==> src/rtl/arb_pkg.sv <==
package arb_pkg;
    typedef enum logic [2:0] {
        ST_IDLE,
        ST_ACQUIRE,
        ST_OWNED,
        ST_SNOOP,
        ST_YIELD,
        ST_WB_HOLD,
        ST_WB_DONE
    } arb_state_e;
endpackage

==> src/rtl/arb_snoop_timer.sv <==
module arb_snoop_timer #(
    parameter int WIN = 3
) (
    input  logic clk,
    input  logic rst_n,
    input  logic run,
    output logic expired
);
    localparam int CW = (WIN > 1) ? $clog2(WIN) : 1;
    localparam logic [CW-1:0] LAST = CW'(WIN - 1);

    logic [CW-1:0] cnt;

    // Counts the clocks spent with the window open; cleared whenever it is closed.
    always_ff @(posedge clk or negedge rst_n) begin
        if (!rst_n)
            cnt <= '0;
        else if (!run)
            cnt <= '0;
        else if (cnt != LAST)
            cnt <= cnt + 1'b1;
    end

    assign expired = run && (cnt == LAST);

    assert_cnt_in_window_R10: assert property (@(posedge clk) disable iff (!rst_n)
        cnt <= LAST);
endmodule

==> src/rtl/arb_fsm.sv <==
module arb_fsm
    import arb_pkg::*;
(
    input  logic clk,
    input  logic rst_n,
    input  logic mst_req,
    input  logic mst_inq,
    input  logic cpu_hlda,
    input  logic cpu_hit_dirty,
    input  logic cpu_addr_stb,
    input  logic cpu_ready,
    input  logic win_expired,
    output logic snoop_run,
    output logic mst_gnt,
    output logic cpu_hold,
    output logic cpu_inq
);
    arb_state_e state, state_nx;

    always_comb begin
        state_nx = state;
        unique case (state)
            ST_IDLE:    if (mst_req) state_nx = ST_ACQUIRE;
            ST_ACQUIRE: begin
                if (!mst_req)      state_nx = ST_IDLE;
                else if (cpu_hlda) state_nx = ST_OWNED;
            end
            ST_OWNED: begin
                if (!mst_req)     state_nx = ST_IDLE;
                else if (mst_inq) state_nx = ST_SNOOP;
            end
            ST_SNOOP: begin
                if (cpu_hit_dirty)    state_nx = ST_YIELD;
                else if (win_expired) state_nx = ST_OWNED;
            end
            ST_YIELD:   if (cpu_addr_stb) state_nx = ST_WB_HOLD;
            ST_WB_HOLD: if (cpu_ready)    state_nx = ST_WB_DONE;
            ST_WB_DONE: if (cpu_hlda)     state_nx = mst_req ? ST_OWNED : ST_IDLE;
            default:    state_nx = ST_IDLE;
        endcase
    end

    always_ff @(posedge clk or negedge rst_n) begin
        if (!rst_n) state <= ST_IDLE;
        else        state <= state_nx;
    end

    always_comb begin
        mst_gnt   = 1'b0;
        cpu_hold  = 1'b0;
        snoop_run = 1'b0;
        cpu_inq   = 1'b0;
        unique case (state)
            ST_IDLE, ST_YIELD: ;
            ST_ACQUIRE, ST_WB_HOLD, ST_WB_DONE: cpu_hold = 1'b1;
            ST_OWNED: begin
                cpu_hold = 1'b1;
                mst_gnt  = 1'b1;
                cpu_inq  = mst_inq && mst_req;
            end
            ST_SNOOP: begin
                cpu_hold  = 1'b1;
                mst_gnt   = 1'b1;
                snoop_run = 1'b1;
            end
            default: ;
        endcase
    end

    assert_idle_quiet_R2: assert property (@(posedge clk) disable iff (!rst_n)
        (state == ST_IDLE && !mst_req) |=> (!cpu_hold && !mst_gnt));
    assert_gnt_after_ack_R3: assert property (@(posedge clk) disable iff (!rst_n)
        $rose(mst_gnt) |-> $past(cpu_hlda));
    assert_gnt_exclusive_R4: assert property (@(posedge clk) disable iff (!rst_n)
        mst_gnt |-> (cpu_hold && cpu_hlda));
    assert_release_R5: assert property (@(posedge clk) disable iff (!rst_n)
        (state == ST_OWNED && !mst_req) |=> (!mst_gnt && !cpu_hold));
    assert_inq_owner_R6: assert property (@(posedge clk) disable iff (!rst_n)
        cpu_inq |-> (mst_gnt && !snoop_run));
    assert_hit_yield_R7: assert property (@(posedge clk) disable iff (!rst_n)
        (snoop_run && cpu_hit_dirty) |=> (!cpu_hold && !mst_gnt));
    assert_rehold_R8: assert property (@(posedge clk) disable iff (!rst_n)
        (state == ST_YIELD && cpu_addr_stb) |=> (cpu_hold && !mst_gnt));
    assert_regrant_R9: assert property (@(posedge clk) disable iff (!rst_n)
        (state == ST_WB_DONE && cpu_hlda && mst_req) |=> mst_gnt);
    assert_miss_keeps_R10: assert property (@(posedge clk) disable iff (!rst_n)
        (snoop_run && win_expired && !cpu_hit_dirty) |=> (mst_gnt && cpu_hold));
    assert_req_ignored_R11: assert property (@(posedge clk) disable iff (!rst_n)
        (snoop_run && !cpu_hit_dirty) |=> mst_gnt);
endmodule

==> src/rtl/cpu_bus_arbiter.sv <==
module cpu_bus_arbiter #(
    parameter int SNOOP_WIN = 3
) (
    input  logic clk,
    input  logic rst_n,
    input  logic mst_req,
    input  logic mst_inq,
    input  logic cpu_hlda,
    input  logic cpu_hit_dirty,
    input  logic cpu_addr_stb,
    input  logic cpu_ready,
    output logic mst_gnt,
    output logic cpu_hold,
    output logic cpu_inq
);
    logic snoop_run;
    logic win_expired;

    arb_snoop_timer #(.WIN(SNOOP_WIN)) u_timer (
        .clk     (clk),
        .rst_n   (rst_n),
        .run     (snoop_run),
        .expired (win_expired)
    );

    arb_fsm u_fsm (
        .clk           (clk),
        .rst_n         (rst_n),
        .mst_req       (mst_req),
        .mst_inq       (mst_inq),
        .cpu_hlda      (cpu_hlda),
        .cpu_hit_dirty (cpu_hit_dirty),
        .cpu_addr_stb  (cpu_addr_stb),
        .cpu_ready     (cpu_ready),
        .win_expired   (win_expired),
        .snoop_run     (snoop_run),
        .mst_gnt       (mst_gnt),
        .cpu_hold      (cpu_hold),
        .cpu_inq       (cpu_inq)
    );
endmodule

==> config.mk <==
export PLATFORM = sky130hd
export DESIGN_NAME = cpu_bus_arbiter
export DESIGN_NICKNAME = d
export VERILOG_FILES = /design/src/rtl/arb_pkg.sv /design/src/rtl/arb_snoop_timer.sv /design/src/rtl/arb_fsm.sv /design/src/rtl/cpu_bus_arbiter.sv
export SDC_FILE = /design/constraint.sdc
export NUM_CORES = 1
export LEC_CHECK = 0
export BUFFER_PORTS_ARGS = -buffer_cell sky130_fd_sc_hd__buf_2
export CAP_MARGIN = 10
export CORE_AREA = 3 3 40 42
export CTS_CLUSTER_SIZE = 25
export DETAILED_ROUTE_END_ITERATION = 10
export DIE_AREA = 0 0 43 45
export GPL_ROUTABILITY_DRIVEN = 0
export PLACE_DENSITY_LB_ADDON = 0.2
export SYNTH_ARGS = -nofsm -noshare
export SYNTH_HDL_FRONTEND = slang
export SYNTH_SLANG_ARGS = --single-unit
export TNS_END_PERCENT = 10
==> constraint.sdc <==
create_clock -name clk -period 2.1 [get_ports clk]
set_input_delay 0.315 -clock clk [delete_from_list [all_inputs] [get_ports clk]]
set_output_delay 0.315 -clock clk [all_outputs]
set_load 0.02 [all_outputs]
==> flow_metrics.py, run 1 <==
metrics = {
    "logic_synthesis": {
        "synthArstFlopShare_pct": 100,
        "netlist_instances": 41,
        "synth_top_flop_cell": "dfrtp_1",
        "ys_seq_area_share_pct": 34.4,
        "syn_nets": 50,
        "synth_cell_types": 26,
        "synth_edf_count": 0,
        "yosysWarnings": 0,
        "ys_ff_latch": 5,
        "avgSynthCellArea_um2": 8.88,
        "synthesis.area_um2": 364,
    },
    "finish": {
        "antenna_cells": 0,
        "drive_gt1_share_pct": 40.0,
        "fill_cells": 138,
        "mostFrequentLayoutCell": "buf_2",
        "final_cell_mix": "buf_2 (10), nor2_1 (7), dfrtp_1 (5), inv_1 (3), clkbuf_4 (3)",
        "fin_nets": 65,
        "syn2layout_area_growth_pct": 27.5,
    },
    "clock_tree": {
        "clk_pin_slew_worst_paths_ns": 0.04,
        "numCtsBuffers": 3,
        "ctsHoldBuffers": 1,
        "clock_tree.buffer_depth": 2,
        "postCtsSetupRepairBufs": 0,
        "cts-root-buf": "clkbuf_4",
        "insertion_delay_ns": 0.24,
        "clock_sinks": 5,
        "ctsResizeCount": 0,
        "htreeDepth": 1,
        "cts_tree": "done",
    },
    "detailed_routing": {
        "firstDrtPassIters": 2,
        "met1_length_um": 361,
        "vias_per_cell": 4.81,
        "dr_wl_met3_um": 38,
        "wl_met2_um": 367,
        "drt-initial-drc-count": 3,
        "drt_wl_total_um": 767,
        "wl_per_cell_um": 11.0,
        "postRouteAntennaNets": 0,
        "via_count": 337,
        "drc": 0,
        "top_layer": "met3",
    },
    "sta": {
        "hold_viol_final": 0,
        "clock_skew_ns": 0.00351,
        "worst_pin_slew_ns": 0.270,
        "rsz0062_at_grt": "no",
        "setup_viol": 0,
        "min_period_over_period_pct": 77.0,
        "period_minus_slack_ns": 1.62,
        "fin_setup_tns_ns": 0,
        "max_freq_mhz": 618,
        "final_max_slew_viol_count": 0,
        "slew_headroom_pct": 82.0,
    },
    "floorplanning": {
        "start_util_pct": 28.3,
        "die_w_um": 43,
        "core_um2": 1280,
        "die-area_um2": 1940,
        "row_count": 13,
        "ios": 11,
        "dieHeight_um": 45,
    },
    "job": {
        "cap_violations": 0,
    },
    "global_route": {
        "antenna_found_initial": 0,
        "grt_util_all_layers_pct": 9.13,
        "grt_overflow": 0,
        "first_global_vias": 313,
        "grt_first_pass_wirelength_mm": 1.26,
        "grt_max_degree": 10,
    },
    "min_path": {
        "min_path_type": "in2reg",
    },
    "setup_path": {
        "critPathKind": "reg2out",
        "worst_ep_arrival_time_ns": 1.30,
        "path_max_fanout": 9,
        "start_kind": "flop",
        "crit_required_ns": 1.78,
        "setup.worst_path.end_class": "output pin",
    },
    "power": {
        "p_leak_nw": 0.231,
        "switchingPower_w": 0.000244,
        "clockPowerShare_pct": 18.3,
        "swShare_pct": 40.1,
        "vdd.ir_drop.worst_mv": 0.512,
        "comb_power_share_pct": 50.0,
        "finalPower_w": 0.000607,
        "pwr-share-seq_pct": 31.7,
        "power.density_nw_per_um2": 1310,
        "p_int_w": 0.000363,
    },
    "run_status": {
        "status": "complete, no violations",
    },
    "placement": {
        "port_buffers": 10,
        "dpl.hpwl_um": 602,
    },
}
worst paths after layout:
kind	startpoint	endpoint	slack, ns	depth (start not counted)
worst max-delay path	u_fsm.state[1]$_DFFE_PN0P_	cpu_inq	0.48	3
worst min-delay path	cpu_hit_dirty	u_fsm.state[2]$_DFFE_PN0P_	0.36	3
worst max register to register	u_fsm.state[2]$_DFFE_PN0P_	u_fsm.state[0]$_DFFE_PN0P_	0.59	5
worst min register to register	u_timer.cnt[1]$_DFFE_PN0P_	u_timer.cnt[1]$_DFFE_PN0P_	0.53	2
max in group asynchronous	rst_n	u_fsm.state[1]$_DFFE_PN0P_	1.54	2
min in group asynchronous	rst_n	u_fsm.state[2]$_DFFE_PN0P_	0.42	2
Yosys cell counts, types with 2 or more instances:
cell / count / area (um2)
inv_1: 3 / 11.3
o21ai_0: 2 / 10.0
dfrtp_1: 5 / 125
nand2_1: 2 / 7.51
a21oi_1: 2 / 10.0
nor2_1: 7 / 26.3
registers in the layout (all words and copies together) (netlist names):
register / count
u_timer.cnt: 2
u_fsm.state: 3
metal layers:
layer	up-vias	track usage, %
li1	173	-
met1	157	10.0
met2	7	13.8
met3	0	6.37
met4	0	3.61
met5	-	0
power groups by stage:
stage	combinational [W]	sequential (W)	clock, W
floorplan	0.000271	0.000161	0
global placement	0.000303	0.000195	0
detailed placement	0.000306	0.000194	0
CTS	0.000310	0.000193	0.000118
global route	0.000339	0.000199	0.000126
finish	0.000304	0.000192	0.000111
worst max-delay path, stage by stage, from the launching register on:
cell     delay (ns)
dfrtp_1        0.47
or2b_1         0.28
nor3_1         0.12
buf_2          0.19
stage by stage:
stage	setup WS [ns]	cells	cell area, um2	hold slack, ns	utilization [%]
after global placement	0.571	65	428	0.138	33.3
after CTS	0.461	70	464	0.357	36.1
after detailed placement	0.591	65	428	0.137	33.3
after floorplan	0.598	41	364	0.0194	-
final	0.483	70	464	0.364	36.1
after global routing	0.386	70	464	0.405	36.1
cell families (layout without fill, tap and decap cells):
group	count (synthesis)	after routing	synth area share, %
DFF	5	5	34.4
muxes	2	2	7.22
buffers and inverters	5	19	5.50
AOI/OAI and AO/OA	9	9	19.2
and+or+nand+nor	18	18	27.8
xor gates and xnor gates	1	1	2.41
adders and majority gates	1	1	3.44
layout make-up:
| type | instances | area (um2) | share of cell area (%) |
|---|---|---|---|
| multi-input combinational | 31 | 219 | 47.2 |
| tap | 15 | 18.8 | 4.04 |
| sequential | 5 | 125 | 27.0 |
| inverter | 4 | 15.0 | 3.23 |
| clock buffer | 4 | 26.3 | 5.66 |
| timing repair buffer | 11 | 60.1 | 12.9 |
(Power assumes the default switching activity.)
==> run 2: changes to the inputs <==
==> constraint.sdc (replaced) <==
create_clock -name clk -period 1.4 [get_ports clk]
set_input_delay 0.21 -clock clk [delete_from_list [all_inputs] [get_ports clk]]
set_output_delay 0.21 -clock clk [all_outputs]
set_load 0.02 [all_outputs]
==> flow_metrics.py, run 2 (same netlist as run 1, synthesis figures left out) <==
metrics = {
    "run_status": {
        "status": "finished, violations left",
        "failed_checks": "setup timing",
    },
    "sta": {
        "setup_viol": 3,
        "clock_skew_ns": 0.00163,
        "rsz0062_at_grt": "yes",
        "min_period_over_period_pct": 102,
        "period_minus_slack_ns": 1.43,
        "fin_ws_ns": -0.0317,
        "max_freq_mhz": 698,
        "final_max_slew_viol_count": 0,
        "slew_headroom_pct": 81.6,
        "hold_viol_final": 0,
        "worst_pin_slew_ns": 0.276,
    },
    "clock_tree": {
        "clock_tree.buffer_depth": 2,
        "cts_tree": "done",
        "clock_sinks": 5,
        "clk_pin_slew_worst_paths_ns": 0.04,
        "numCtsBuffers": 3,
        "cts-root-buf": "clkbuf_4",
        "htreeDepth": 1,
        "insertion_delay_ns": 0.23,
    },
    "global_route": {
        "antenna_found_initial": 0,
        "grt_first_pass_wirelength_mm": 1.33,
        "grt_overflow": 0,
        "grt_max_degree": 9,
        "first_global_vias": 349,
        "grt_util_all_layers_pct": 8.71,
    },
    "detailed_routing": {
        "firstDrtPassIters": 2,
        "drc": 0,
        "drt_wl_total_um": 765,
        "via_count": 362,
        "wl_per_cell_um": 9.68,
        "postRouteAntennaNets": 0,
        "drt-initial-drc-count": 7,
        "vias_per_cell": 4.58,
    },
    "setup_path": {
        "path_max_fanout": 4,
        "setup.worst_path.end_class": "output pin",
        "critPathKind": "reg2out",
        "crit_required_ns": 1.19,
        "start_kind": "flop",
        "r2r_end": "u_fsm.state[0]$_DFFE_PN0P_",
        "r2r_start": "u_fsm.state[2]$_DFFE_PN0P_",
        "r2r_slack_ns": -0.02,
        "worst_ep_arrival_time_ns": 1.22,
        "r2r_cells": 5,
    },
    "min_path": {
        "hp-start": "cpu_hit_dirty",
        "min_path_type": "in2reg",
        "hold_depth": 3,
        "hold_end": "u_fsm.state[2]$_DFFE_PN0P_",
    },
    "finish": {
        "final_cell_mix": "buf_4 (11), buf_2 (8), nor2_1 (6)",
        "fill_cells": 130,
        "antenna_cells": 0,
        "reg.largest.list": "u_fsm.state: 3 flops, u_timer.cnt: 2 flops",
        "top_register": "u_fsm.state",
        "syn2layout_area_growth_pct": 52.2,
        "stdcell_count": 79,
        "drive_gt1_share_pct": 57.8,
        "mostFrequentLayoutCell": "buf_4",
        "largest_reg_flops": 3,
        "fin_area_um2": 554,
        "fin_nets": 74,
        "fin_util_pct": 43.1,
    },
    "power": {
        "finalPower_w": 0.00109,
        "p_leak_nw": 0.283,
        "power.density_nw_per_um2": 1970,
        "vdd.ir_drop.worst_mv": 0.855,
    },
    "floorplanning": {
        "dieHeight_um": 45,
        "ios": 11,
        "row_count": 13,
        "start_util_pct": 28.3,
        "die_w_um": 43,
        "die-area_um2": 1940,
        "core_um2": 1280,
    },
    "placement": {
        "port_buffers": 10,
        "dp_cells": 73,
        "place_ws_ns": -0.0296,
        "placed_area_um2": 488,
        "dpl.hpwl_um": 629,
    },
    "job": {
        "cap_violations": 0,
    },
}
-- run 2: cell count changes in the layout (fill, tap and decap cells not counted) --
cell and change:
buf_2 -2, o22ai_2 +1, dfrtp_2 +2, dfrtp_1 -2, a32o_2 +1, nor3_2 +1
nor2_1 -1, buf_4 +11, nor2_2 +1, a32o_1 -1, o22ai_1 -1, nor3_1 -1
-- run 2: report_power, final --
group | switching, W | total (W) | internal (W)
clock network | 0.0000517 | 0.000159 | 0.000107
registers | 0.0000654 | 0.000268 | 0.000202
logic | 0.000278 | 0.000663 | 0.000385
-- run 2: layout make-up --
| cell class | instances | area, um2 | share of cell area (%) |
|---|---|---|---|
| multi-input combinational | 31 | 234 | 42.2 |
| inverter | 4 | 15.0 | 2.71 |
| clock buffer | 4 | 26.3 | 4.74 |
| sequential | 5 | 128 | 23.0 |
| timing repair buffer | 20 | 133 | 23.9 |
| tap | 15 | 18.8 | 3.39 |
-- run 2: critical path, stage by stage (launching register included) --
cell	delay (ns)
dfrtp_1	0.41
buf_4	0.16
and3_2	0.20
nor2_2	0.08
buf_4	0.14
-- run 2: repair_timing --
item | CTS | global route
cloned | 0 | 0
hold buffers | 1 | 0
endpoints found under the setup margin | 3 | 4
buffers inserted | 0 | 1
endpoints found under the hold margin | 5 | 0
resized for setup | 3 | 5
pin swaps | 0 | 1
-- run 2: layer usage --
metal | track usage [%] | vias to the layer above | wire length (um)
li1 | - | 193 | -
met1 | 11.8 | 164 | 365
met2 | 14.7 | 5 | 362
met3 | 1.59 | 0 | 37
met4 | 1.81 | 0 | 0
met5 | 0 | - | 0
-- run 2: stage by stage --
stage               TNS (ns)  hold WS (ns)
floorplan                  0       -0.0856
global placement     -0.0190        0.0306
detailed placement   -0.0296        0.0279
CTS                   -0.146         0.279
global route          -0.248         0.325
finish               -0.0556         0.269
-- run 2: how the worst max path moves through the flow --
stage / from / to / slack (ns) / depth (start not counted)
2_1_floorplan: u_fsm.state[0]$_DFFE_PN0P_ / cpu_inq / 0.003 / 3
3_3_place_gp: u_fsm.state[0]$_DFFE_PN0P_ / u_fsm.state[0]$_DFFE_PN0P_ / -0.02 / 4
3_5_place_dp: u_fsm.state[2]$_DFFE_PN0P_ / u_fsm.state[0]$_DFFE_PN0P_ / -0.03 / 5
4_1_cts: u_fsm.state[0]$_DFFE_PN0P_ / cpu_inq / -0.07 / 3
5_1_grt: u_fsm.state[2]$_DFFE_PN0P_ / u_fsm.state[0]$_DFFE_PN0P_ / -0.09 / 5
6_report: u_fsm.state[2]$_DFFE_PN0P_ / cpu_hold / -0.03 / 4
